**src/rtl/phs_pkg.sv**
```systemverilog
package phs_pkg;
  localparam int unsigned NPH  = 8;
  localparam int unsigned PH_W = 3;

  typedef logic [PH_W-1:0] ph_t;

  // sampling phase half a bit away from a transition position
  function automatic ph_t ph_opposite(input ph_t pos);
    return ph_t'(pos + ph_t'(NPH / 2));
  endfunction
endpackage

```
**src/rtl/phs_edge_det.sv**
```systemverilog
module phs_edge_det
  import phs_pkg::*;
(
  input  logic           clk_i,
  input  logic           rst_ni,
  input  logic [NPH-1:0] smp_i,
  input  logic           valid_i,
  output logic [NPH-1:0] edge_o
);
  logic last_q;

  always_ff @(posedge clk_i or negedge rst_ni) begin
    if (!rst_ni)      last_q <= 1'b0;
    else if (valid_i) last_q <= smp_i[NPH-1];
  end

  for (genvar k = 0; k < NPH - 1; k++) begin : g_in
    assign edge_o[k] = smp_i[k] ^ smp_i[k+1];
  end

  // boundary position spans previous vector's last sample
  assign edge_o[NPH-1] = last_q ^ smp_i[0];
endmodule

```
**src/rtl/phs_hist.sv**
```systemverilog
module phs_hist
  import phs_pkg::*;
#(
  parameter int unsigned WIN_BEATS = 64,
  localparam int unsigned CNT_W = $clog2(WIN_BEATS + 1),
  localparam int unsigned WIN_W = (WIN_BEATS > 1) ? $clog2(WIN_BEATS) : 1
) (
  input  logic                      clk_i,
  input  logic                      rst_ni,
  input  logic                      clr_i,
  input  logic                      inc_i,
  input  logic [NPH-1:0]            edge_i,
  output logic                      done_o,
  output logic [NPH-1:0][CNT_W-1:0] cnt_o
);
  logic [NPH-1:0][CNT_W-1:0] cnt_q;
  logic [WIN_W-1:0]          win_q;

  assign done_o = inc_i && (win_q == WIN_W'(WIN_BEATS - 1));

  // counts including the current vector, seen by the picker on close
  for (genvar k = 0; k < NPH; k++) begin : g_cnt
    assign cnt_o[k] = cnt_q[k] + CNT_W'(inc_i & edge_i[k]);
  end

  always_ff @(posedge clk_i or negedge rst_ni) begin
    if (!rst_ni) begin
      cnt_q <= '0;
      win_q <= '0;
    end else if (clr_i || done_o) begin
      cnt_q <= '0;
      win_q <= '0;
    end else if (inc_i) begin
      cnt_q <= cnt_o;
      win_q <= win_q + 1'b1;
    end
  end
endmodule

```
**src/rtl/phs_pick.sv**
```systemverilog
module phs_pick
  import phs_pkg::*;
#(
  parameter int unsigned CNT_W = 7
) (
  input  logic [NPH-1:0][CNT_W-1:0] cnt_i,
  input  ph_t                       cur_i,
  output ph_t                       cand_o
);
  logic [CNT_W-1:0] best;
  ph_t              pos;

  always_comb begin
    best = '0;
    pos  = '0;
    // strict compare keeps the lowest index on a tie
    for (int k = 0; k < NPH; k++) begin
      if (cnt_i[k] > best) begin
        best = cnt_i[k];
        pos  = ph_t'(k);
      end
    end
    cand_o = (best == '0) ? cur_i : ph_opposite(pos);
  end
endmodule

```
**src/rtl/phs_sel_lane.sv**
```systemverilog
module phs_sel_lane
  import phs_pkg::*;
#(
  parameter bit          BYPASS    = 1'b0,
  parameter int unsigned WIN_BEATS = 64
) (
  input  logic            clk_i,
  input  logic            rst_ni,
  input  logic [NPH-1:0]  smp_i,
  input  logic            smp_valid_i,
  input  logic            sel_en_i,
  output logic            bit_o,
  output logic            bit_valid_o,
  output logic [PH_W-1:0] phase_o,
  output logic            lock_o
);
  localparam int unsigned CNT_W = $clog2(WIN_BEATS + 1);
  localparam logic        BYP   = BYPASS;

  logic                      active;
  logic [NPH-1:0]            edges;
  logic                      win_done;
  logic [NPH-1:0][CNT_W-1:0] cnt_nxt;
  ph_t                       cand;
  ph_t                       phase_q, phase_eff;
  logic                      lock_q, have_q, bit_q, bvld_q;

  assign active    = sel_en_i & ~BYP;
  assign phase_eff = active ? phase_q : '0;

  phs_edge_det u_edge (
    .clk_i  (clk_i),
    .rst_ni (rst_ni),
    .smp_i  (smp_i),
    .valid_i(smp_valid_i),
    .edge_o (edges)
  );

  phs_hist #(.WIN_BEATS(WIN_BEATS)) u_hist (
    .clk_i (clk_i),
    .rst_ni(rst_ni),
    .clr_i (~active),
    .inc_i (smp_valid_i & active),
    .edge_i(edges),
    .done_o(win_done),
    .cnt_o (cnt_nxt)
  );

  phs_pick #(.CNT_W(CNT_W)) u_pick (
    .cnt_i (cnt_nxt),
    .cur_i (phase_q),
    .cand_o(cand)
  );

  always_ff @(posedge clk_i or negedge rst_ni) begin
    if (!rst_ni) begin
      phase_q <= '0;
      lock_q  <= 1'b0;
      have_q  <= 1'b0;
    end else if (!active) begin
      phase_q <= '0;
      lock_q  <= 1'b0;
      have_q  <= 1'b0;
    end else if (win_done) begin
      phase_q <= cand;
      lock_q  <= have_q && (cand == phase_q);
      have_q  <= 1'b1;
    end
  end

  always_ff @(posedge clk_i or negedge rst_ni) begin
    if (!rst_ni) begin
      bit_q  <= 1'b0;
      bvld_q <= 1'b0;
    end else begin
      bvld_q <= smp_valid_i;
      if (smp_valid_i) bit_q <= smp_i[phase_eff];
    end
  end

  assign bit_o       = bit_q;
  assign bit_valid_o = bvld_q;
  assign phase_o     = phase_eff;
  assign lock_o      = lock_q & active;
endmodule

```
**config.mk**
```make
export PLATFORM = sky130hd
export DESIGN_NAME = phs_sel_lane
export DESIGN_NICKNAME = d
export VERILOG_FILES = /design/src/rtl/phs_pkg.sv /design/src/rtl/phs_edge_det.sv /design/src/rtl/phs_hist.sv /design/src/rtl/phs_pick.sv /design/src/rtl/phs_sel_lane.sv
export SDC_FILE = /design/constraint.sdc
export NUM_CORES = 1
export LEC_CHECK = 0
export BUFFER_PORTS_ARGS = -buffer_cell sky130_fd_sc_hd__buf_2
export CAP_MARGIN = 0
export CELL_PAD_IN_SITES_DETAIL_PLACEMENT = 0
export CELL_PAD_IN_SITES_GLOBAL_PLACEMENT = 1
export CORE_MARGIN = 2
export CORE_UTILIZATION = 49
export CTS_CLUSTER_DIAMETER = 80
export DETAILED_ROUTE_END_ITERATION = 7
export PLACE_DENSITY = 0.77
export RECOVER_POWER = 100
export SYNTH_ARGS = -nofsm -noshare
export SYNTH_HDL_FRONTEND = slang
export SYNTH_SLANG_ARGS = --single-unit
```
**constraint.sdc**
```tcl
create_clock -name clk_i -period 12.8 [get_ports clk_i]
set_input_delay 1.28 -clock clk_i [delete_from_list [all_inputs] [get_ports clk_i]]
set_output_delay 1.28 -clock clk_i [all_outputs]
set_load 0.01 [all_outputs]
```
==> impl_results.md, run 1 <==
- Worst min-delay path class: register to register
- Port Buffers: 17
- Clock Skew: between 5 and 6 ps
- Average wire per standard cell: 18.0 µm
- Initial antenna violation count: 0
- Cell repeated most along the worst path: ha_1
- Setup TNS: 0 ps
- CTS max path bufs: 2
- Mean Syn Cell Area: 8.79 µm²
- Dpl hpwl: 11200 µm
- H-tree depth: 3
- 1st-pass router iterations: 4
- Remaining antenna violation count after routing: 0
- CTS buffer count: 9
- Cell Area, Synth: 5690 µm²
- Final period utilization: 0.967
- CP peak stage delay: 390 ps
- P&R area growth vs syn: 20.1%
- Largest net degree at the start of global routing: 71
- Max-slew headroom: -1.57
- Row count: 39
- Synth cell types: between 60 and 70
- Compound-Gate Fraction of Synth Area: 0.212
- Vias in the first global route: 4902
- Max-Cap Viols: 1
- Main combinational cell family by area after synthesis: compound AO/OA/AOI/OAI gates
- First-pass GRT wire length: 24000 µm
- Multiplexer share of the synthesized area: 0.0319
- Fill count: 1027
- Post-synth EDFFs: 0
- Sequential share of the synthesized area: 0.308
- Max Fclk: 80.8 MHz
- Clk Latency, worst-skew pair: 350 ps
- Worst hold stages: 2
- Total number of vias: 4960
- Tot GR Track Use: 0.245
- Global route total overflow: 0
- Clock transition at path regs: 60 ps
- Delay-heaviest family, CP: compound AO/OA/AOI/OAI gates
- Die X: ~110 µm
- Final nets: 782
- GP Congestion: 0.948
- Final number of max-transition violations: 71
- Setup violators final: 0
- Drc violations: 0
- Vias per cell: 5.83
- Tmin final: between 10000 and 15000 ps
- Initial core utilization: 0.500
- Core box area: 11400 µm²
- Clock Sinks: 70
- Synth Register Bits: 70
- Final hold viol count: 0
- Post-Synth Simple-Gate Area: 0.186
- Primary FF master, synth: dfrtp_1
- Post-Synth XOR/XNOR Area: 0.0816
- Critical path class: input port to register
- Failing checks: max-capacitance violations, max-slew violations
- I/O pin count: 18
- Share of layout cells above drive strength 1: 0.213
- Crit start category: input port
- Ant diodes: 0
- Worst endpoint data arrival time: 12610 ps
- Sum of buffers and inverters on the critical path: 7
- Full die area: 12500 µm²
- Slowest cell on the critical path: o41a_1
- Async S/R FF share, synth: 1.00
- Initial DRC Count: 317
- Path length in cells of the critical path: 57
- Critical path fanouts, max: 4
- Height of the die: 112 µm
- Most common cell after layout, fill and taps aside: nand2_1
- Most frequent cells in the layout: nand2_1 (77), dfrtp_1 (70), ha_1 (59)
- Status: finished with violations
- Syn Nets: between 700 and 800
- DRT Wirelength: 15300 µm
- Worst-margin pin slew: roughly 3800 ps
- Synthesis Warnings: 0
- Root buffer cell: clkbuf_16
- Adder-Cell Fraction of Synth Area: 0.145
- Mapped Cells: 647
- CTS tree: done
- Crit end category: register
- Worst reg2reg path depth: 54
- CP Data Required Time: 13040 ps
## synthesized netlist by cell type (5+ instances only)
cell      count  area share
xnor2_1      27       0.042
nor2_1       41       0.027
a21o_1       10       0.013
o21a_1        7      0.0092
dfrtp_1      70        0.31
mux2_2        5      0.0099
o21ai_0      46       0.040
nand4_1      11       0.012
a211oi_1      5      0.0066
clkbuf_1     18       0.012
mux2i_1       5      0.0088
xor2_1       26       0.040
nand2_1      78       0.051
a22o_1       26       0.040
and2_1       11       0.012
and3_1        6      0.0066
nor3_1        5      0.0044
nand3_1      34       0.030
nor2b_1       5      0.0055
inv_1        33       0.022
ha_1         66        0.15
or2_2         7      0.0077
a21oi_1      31       0.027
## worst reg2reg max path, delay by kind of cell, from the launching register on
| kind | cells | cell delay [ps] |
|---|---|---|
| flops | 1 | 350 |
| buf+inv | 6 | 820 |
| mux | 2 | 700 |
| compound gates | 22 | 4540 |
| simple gates | 15 | 2590 |
| fa+ha+maj | 9 | 2310 |
## path summary, 6_finish.rpt
path                                  from                to  slack (ps)
hold reg to reg                     have_q            have_q         480
setup / recovery                  smp_i[0]        phase_q[2]         430
min in group asynchronous           rst_ni  u_hist.cnt_q[16]        2270
setup reg to reg           u_hist.cnt_q[0]        phase_q[2]        1370
hold / removal                      have_q            have_q         480
max in group asynchronous           rst_ni            lock_q        8380
## kinds of logic (layout without fill, tap and decap cells)
| group | after synthesis | in the layout |
|---|---|---|
| xor gates and xnor gates | 53 | 53 |
| adders and majority gates | 66 | 66 |
| AOI/OAI and AO/OA | 172 | 172 |
| and+or+nand+nor | 219 | 219 |
| buffers and inverters | 53 | 114 |
| DFF | 70 | 70 |
| muxes | 14 | 14 |
## stage by stage
step                hold WS, ps  instances   util  cell area (µm²)  setup slack (ps)
finish                      478        851  0.601             6830               426
global route                523        851  0.601             6830              -120
CTS                         485        839  0.570             6480              54.1
detailed placement          472        824  0.543             6170              -282
global placement            469        824  0.543             6170             -16.2
floorplan                   450        647      -             5700              7.37
## registers in the layout, summed over array words and instances, names as in the netlist
signal,count
bit_o,1
u_edge.last_q,1
u_hist.win_q,6
u_hist.cnt_q,56
have_q,1
phase_q,3
lock_q,1
bit_valid_o,1
## per-layer routing
layer	vias to the layer above	part of all wire	global-route usage
met5	-	0	0
met4	0	0.028	0.113
met3	23	0.031	0.0397
met2	80	0.49	0.418
met1	2399	0.45	0.306
li1	2458	-	-
## cell type report
type                            count  area, µm²  share of cell area
Clock buffer                       10        229              0.0335
Clock inverter                      5       75.1              0.0110
Inverter                           33        124              0.0181
Multi-Input combinational cell    524       4040               0.591
Sequential cell                    70       1750               0.257
Tap cell                          143        179              0.0262
Timing Repair Buffer               66        435              0.0638
## what timing repair did
item,4_1_cts,5_1_grt
hold endpoints to repair,0,0
buffers inserted,0,12
resized for setup,0,60
hold buffers,0,0
setup endpoints to repair,0,4
Power of run 1 is left out: the tool's default activity adds up to more than one toggle a clock period on the data nets, which glitch-free logic cannot reach.
==> run 2: changes to the inputs <==
--- a/config.mk
+++ b/config.mk
@@ -9,6 +9,7 @@
 export CAP_MARGIN = 0
 export CELL_PAD_IN_SITES_DETAIL_PLACEMENT = 0
 export CELL_PAD_IN_SITES_GLOBAL_PLACEMENT = 1
+export CORE_ASPECT_RATIO = 2
 export CORE_MARGIN = 2
 export CORE_UTILIZATION = 49
 export CTS_CLUSTER_DIAMETER = 80
==> run 2 against run 1 <==
  * Non-clock buffer count increased by 12
  * The run still ends with max-capacitance violations, max-slew violations left
  * Utilization increased by 2.4 points
  * Setup slack got worse by 110 ps
==> impl_results.md, run 2 (synthesis gave the netlist of run 1 again) <==
- Initial antenna violation count: 0 (unchanged)
- Initial core utilization: 0.504 (was 0.500)
- Crit start category: input port (unchanged)
- Max Fclk: 80.1 MHz (was 80.8 MHz)
- Post-route cell area: 7050 µm² (was 6830 µm²)
- Grt met2 use: 0.509 (was 0.418)
- Critical path class: input port to register (unchanged)
- Height of the die: 156 µm (was 112 µm)
- Cts hold-fix bufs: 0 (unchanged)
- Vias in the first global route: 5262 (was 4902)
- Failing checks: max-capacitance violations, max-slew violations (unchanged)
- Setup violators final: 0 (unchanged)
- Worst-margin pin slew: 3920 ps (was 3850 ps)
- Sum of buffers and inverters on the critical path: 5 (was 7)
- Vias per cell: 5.97 (was 5.83)
- Tmin final: 12480 ps (was 12370 ps)
- Largest net degree at the start of global routing: 71 (unchanged)
- Initial DRC Count: 240 (was 317)
- I/O pin count: 18 (unchanged)
- Ant diodes: 0 (unchanged)
- Met3 usage: 0.0404 (was 0.0397)
- CTS buffer count: 9 (unchanged)
- Slowest cell on the critical path: or4_1 (was o41a_1)
- Critical path fanouts, max: 6 (was 4)
- Final cell count without fillers: 863 (was 851)
- Worst endpoint data arrival time: 12740 ps (was 12610 ps)
- Max-Cap Viols: 1 (unchanged)
- Total number of vias: 5153 (was 4960)
- First-pass GRT wire length: 26200 µm (was 24000 µm)
- Max reg flops: 56 (unchanged)
- Global route hottest layer: met2 (unchanged)
- Delay-heaviest family, CP: simple AND/OR/NAND/NOR gates (was compound AO/OA/AOI/OAI gates)
- Max-slew headroom: -1.62 (was -1.57)
- Core box area: 11300 µm² (was 11400 µm²)
- Met1 Use GR: 0.269 (was 0.306)
- Final hold viol count: 0 (unchanged)
- P&R area growth vs syn: 23.9% (was 20.1%)
- Clock Skew: 8.01 ps (was 5.82 ps)
- Remaining antenna violation count after routing: 0 (unchanged)
- Full die area: 12500 µm² (about the same)
- DRT Wirelength: 17100 µm (was 15300 µm)
- Worst min-delay path class: register to register (unchanged)
- CTS tree: done (unchanged)
- Dpl hpwl: 12900 µm (was 11200 µm)
- Row count: 55 (was 39)
- Root buffer cell: clkbuf_16 (unchanged)
- Tot GR Track Use: 0.277 (was 0.245)
- Placed cell area: 6220 µm² (was 6170 µm²)
- CTS max path bufs: 2 (unchanged)
- CP peak stage delay: 510 ps (was 390 ps)
- Status: finished with violations (unchanged)
- Final period utilization: 0.975 (was 0.967)
- Cell repeated most along the worst path: ha_4 (was ha_1)
- Drc violations: 0 (unchanged)
- 1st-pass router iterations: 4 (unchanged)
- Final nets: 794 (was 782)
- GP Congestion: 0.968 (was 0.948)
- Most common cell after layout, fill and taps aside: nand2_1 (unchanged)
- Global route total overflow: 0 (unchanged)
- Critical Path Start: smp_i[1] (was smp_i[0])
- Clk Latency, worst-skew pair: 340 ps (was 350 ps)
- Die X: 80.2 µm (was 112 µm)
- Final core occ: 0.624 (was 0.601)
- H-tree depth: 3 (unchanged)
- Cells after DPL: 829 (was 824)
- Clock transition at path regs: 60 ps (about the same)
- Largest registers: u_hist.cnt_q x56, u_hist.win_q x6, phase_q x3 (unchanged)
- Setup TNS: 0 ps (unchanged)
- Average wire per standard cell: 19.9 µm (was 18.0 µm)
- Port Buffers: 17 (unchanged)
- Hold wc startpoint: u_hist.cnt_q[14] (was have_q)
- Top reg by flops: u_hist.cnt_q (unchanged)
- Final number of max-transition violations: 71 (unchanged)
- CP Data Required Time: 13060 ps (was 13040 ps)
- Crit end category: register (unchanged)
- Worst r2r src: u_hist.cnt_q[7] (was u_hist.cnt_q[0])
- Share of layout cells above drive strength 1: 0.254 (was 0.213)
- Most frequent cells in the layout: nand2_1 (75), dfrtp_1 (70), buf_4 (55) (was nand2_1 (77), dfrtp_1 (70), ha_1 (59))
- Clock Sinks: 70 (unchanged)
## run 2: final timing paths
kind | endpoint | slack, ps | cells past startpoint
max | lock_q | 320 | 59
min | u_hist.cnt_q[14] | 490 | 2
max reg2reg | lock_q | 1300 | 56
min reg2reg | u_hist.cnt_q[14] | 490 | 2
max in group asynchronous | u_hist.cnt_q[47] | 8290 | 1
min in group asynchronous | u_hist.cnt_q[36] | 2300 | 1
## run 2: area by class of cell
class                      count  area (µm²)
inverter                      33         124
fill                         971        4240
timing repair buffer          78         541
multi-input combinational    524        4150
clock inverter                 6        61.3
tap                          142         178
clock buffer                  10         239
sequential                    70        1750
## run 2: what timing repair did
item                                    4_1_cts  5_1_grt
buffers inserted                              1       17
resized for setup                             6       78
pin swaps                                     1       38
endpoints found under the setup margin        4        4
gates cloned                                  0        1
## run 2: tightest hold or removal path: stages (launching register included)
cell and delay (ps):
dfrtp_1 350, nand2_1 50, o21ai_0 60
## run 2: layer usage
layer | wire, µm | vias to the layer above
li1 | - | 2471
met1 | 6200 | 2495
met2 | 9190 | 122
met3 | 434 | 65
met4 | 1300 | 0
met5 | 0 | -
## run 2: through the flow
stage	worst slack [ps]	hold slack, ps
2_1_floorplan	7.37	450
3_3_place_gp	-290	471
3_5_place_dp	-519	478
4_1_cts	5.26	490
5_1_grt	-160	530
6_report	316	490
Power of run 2 is left out for the same reason.
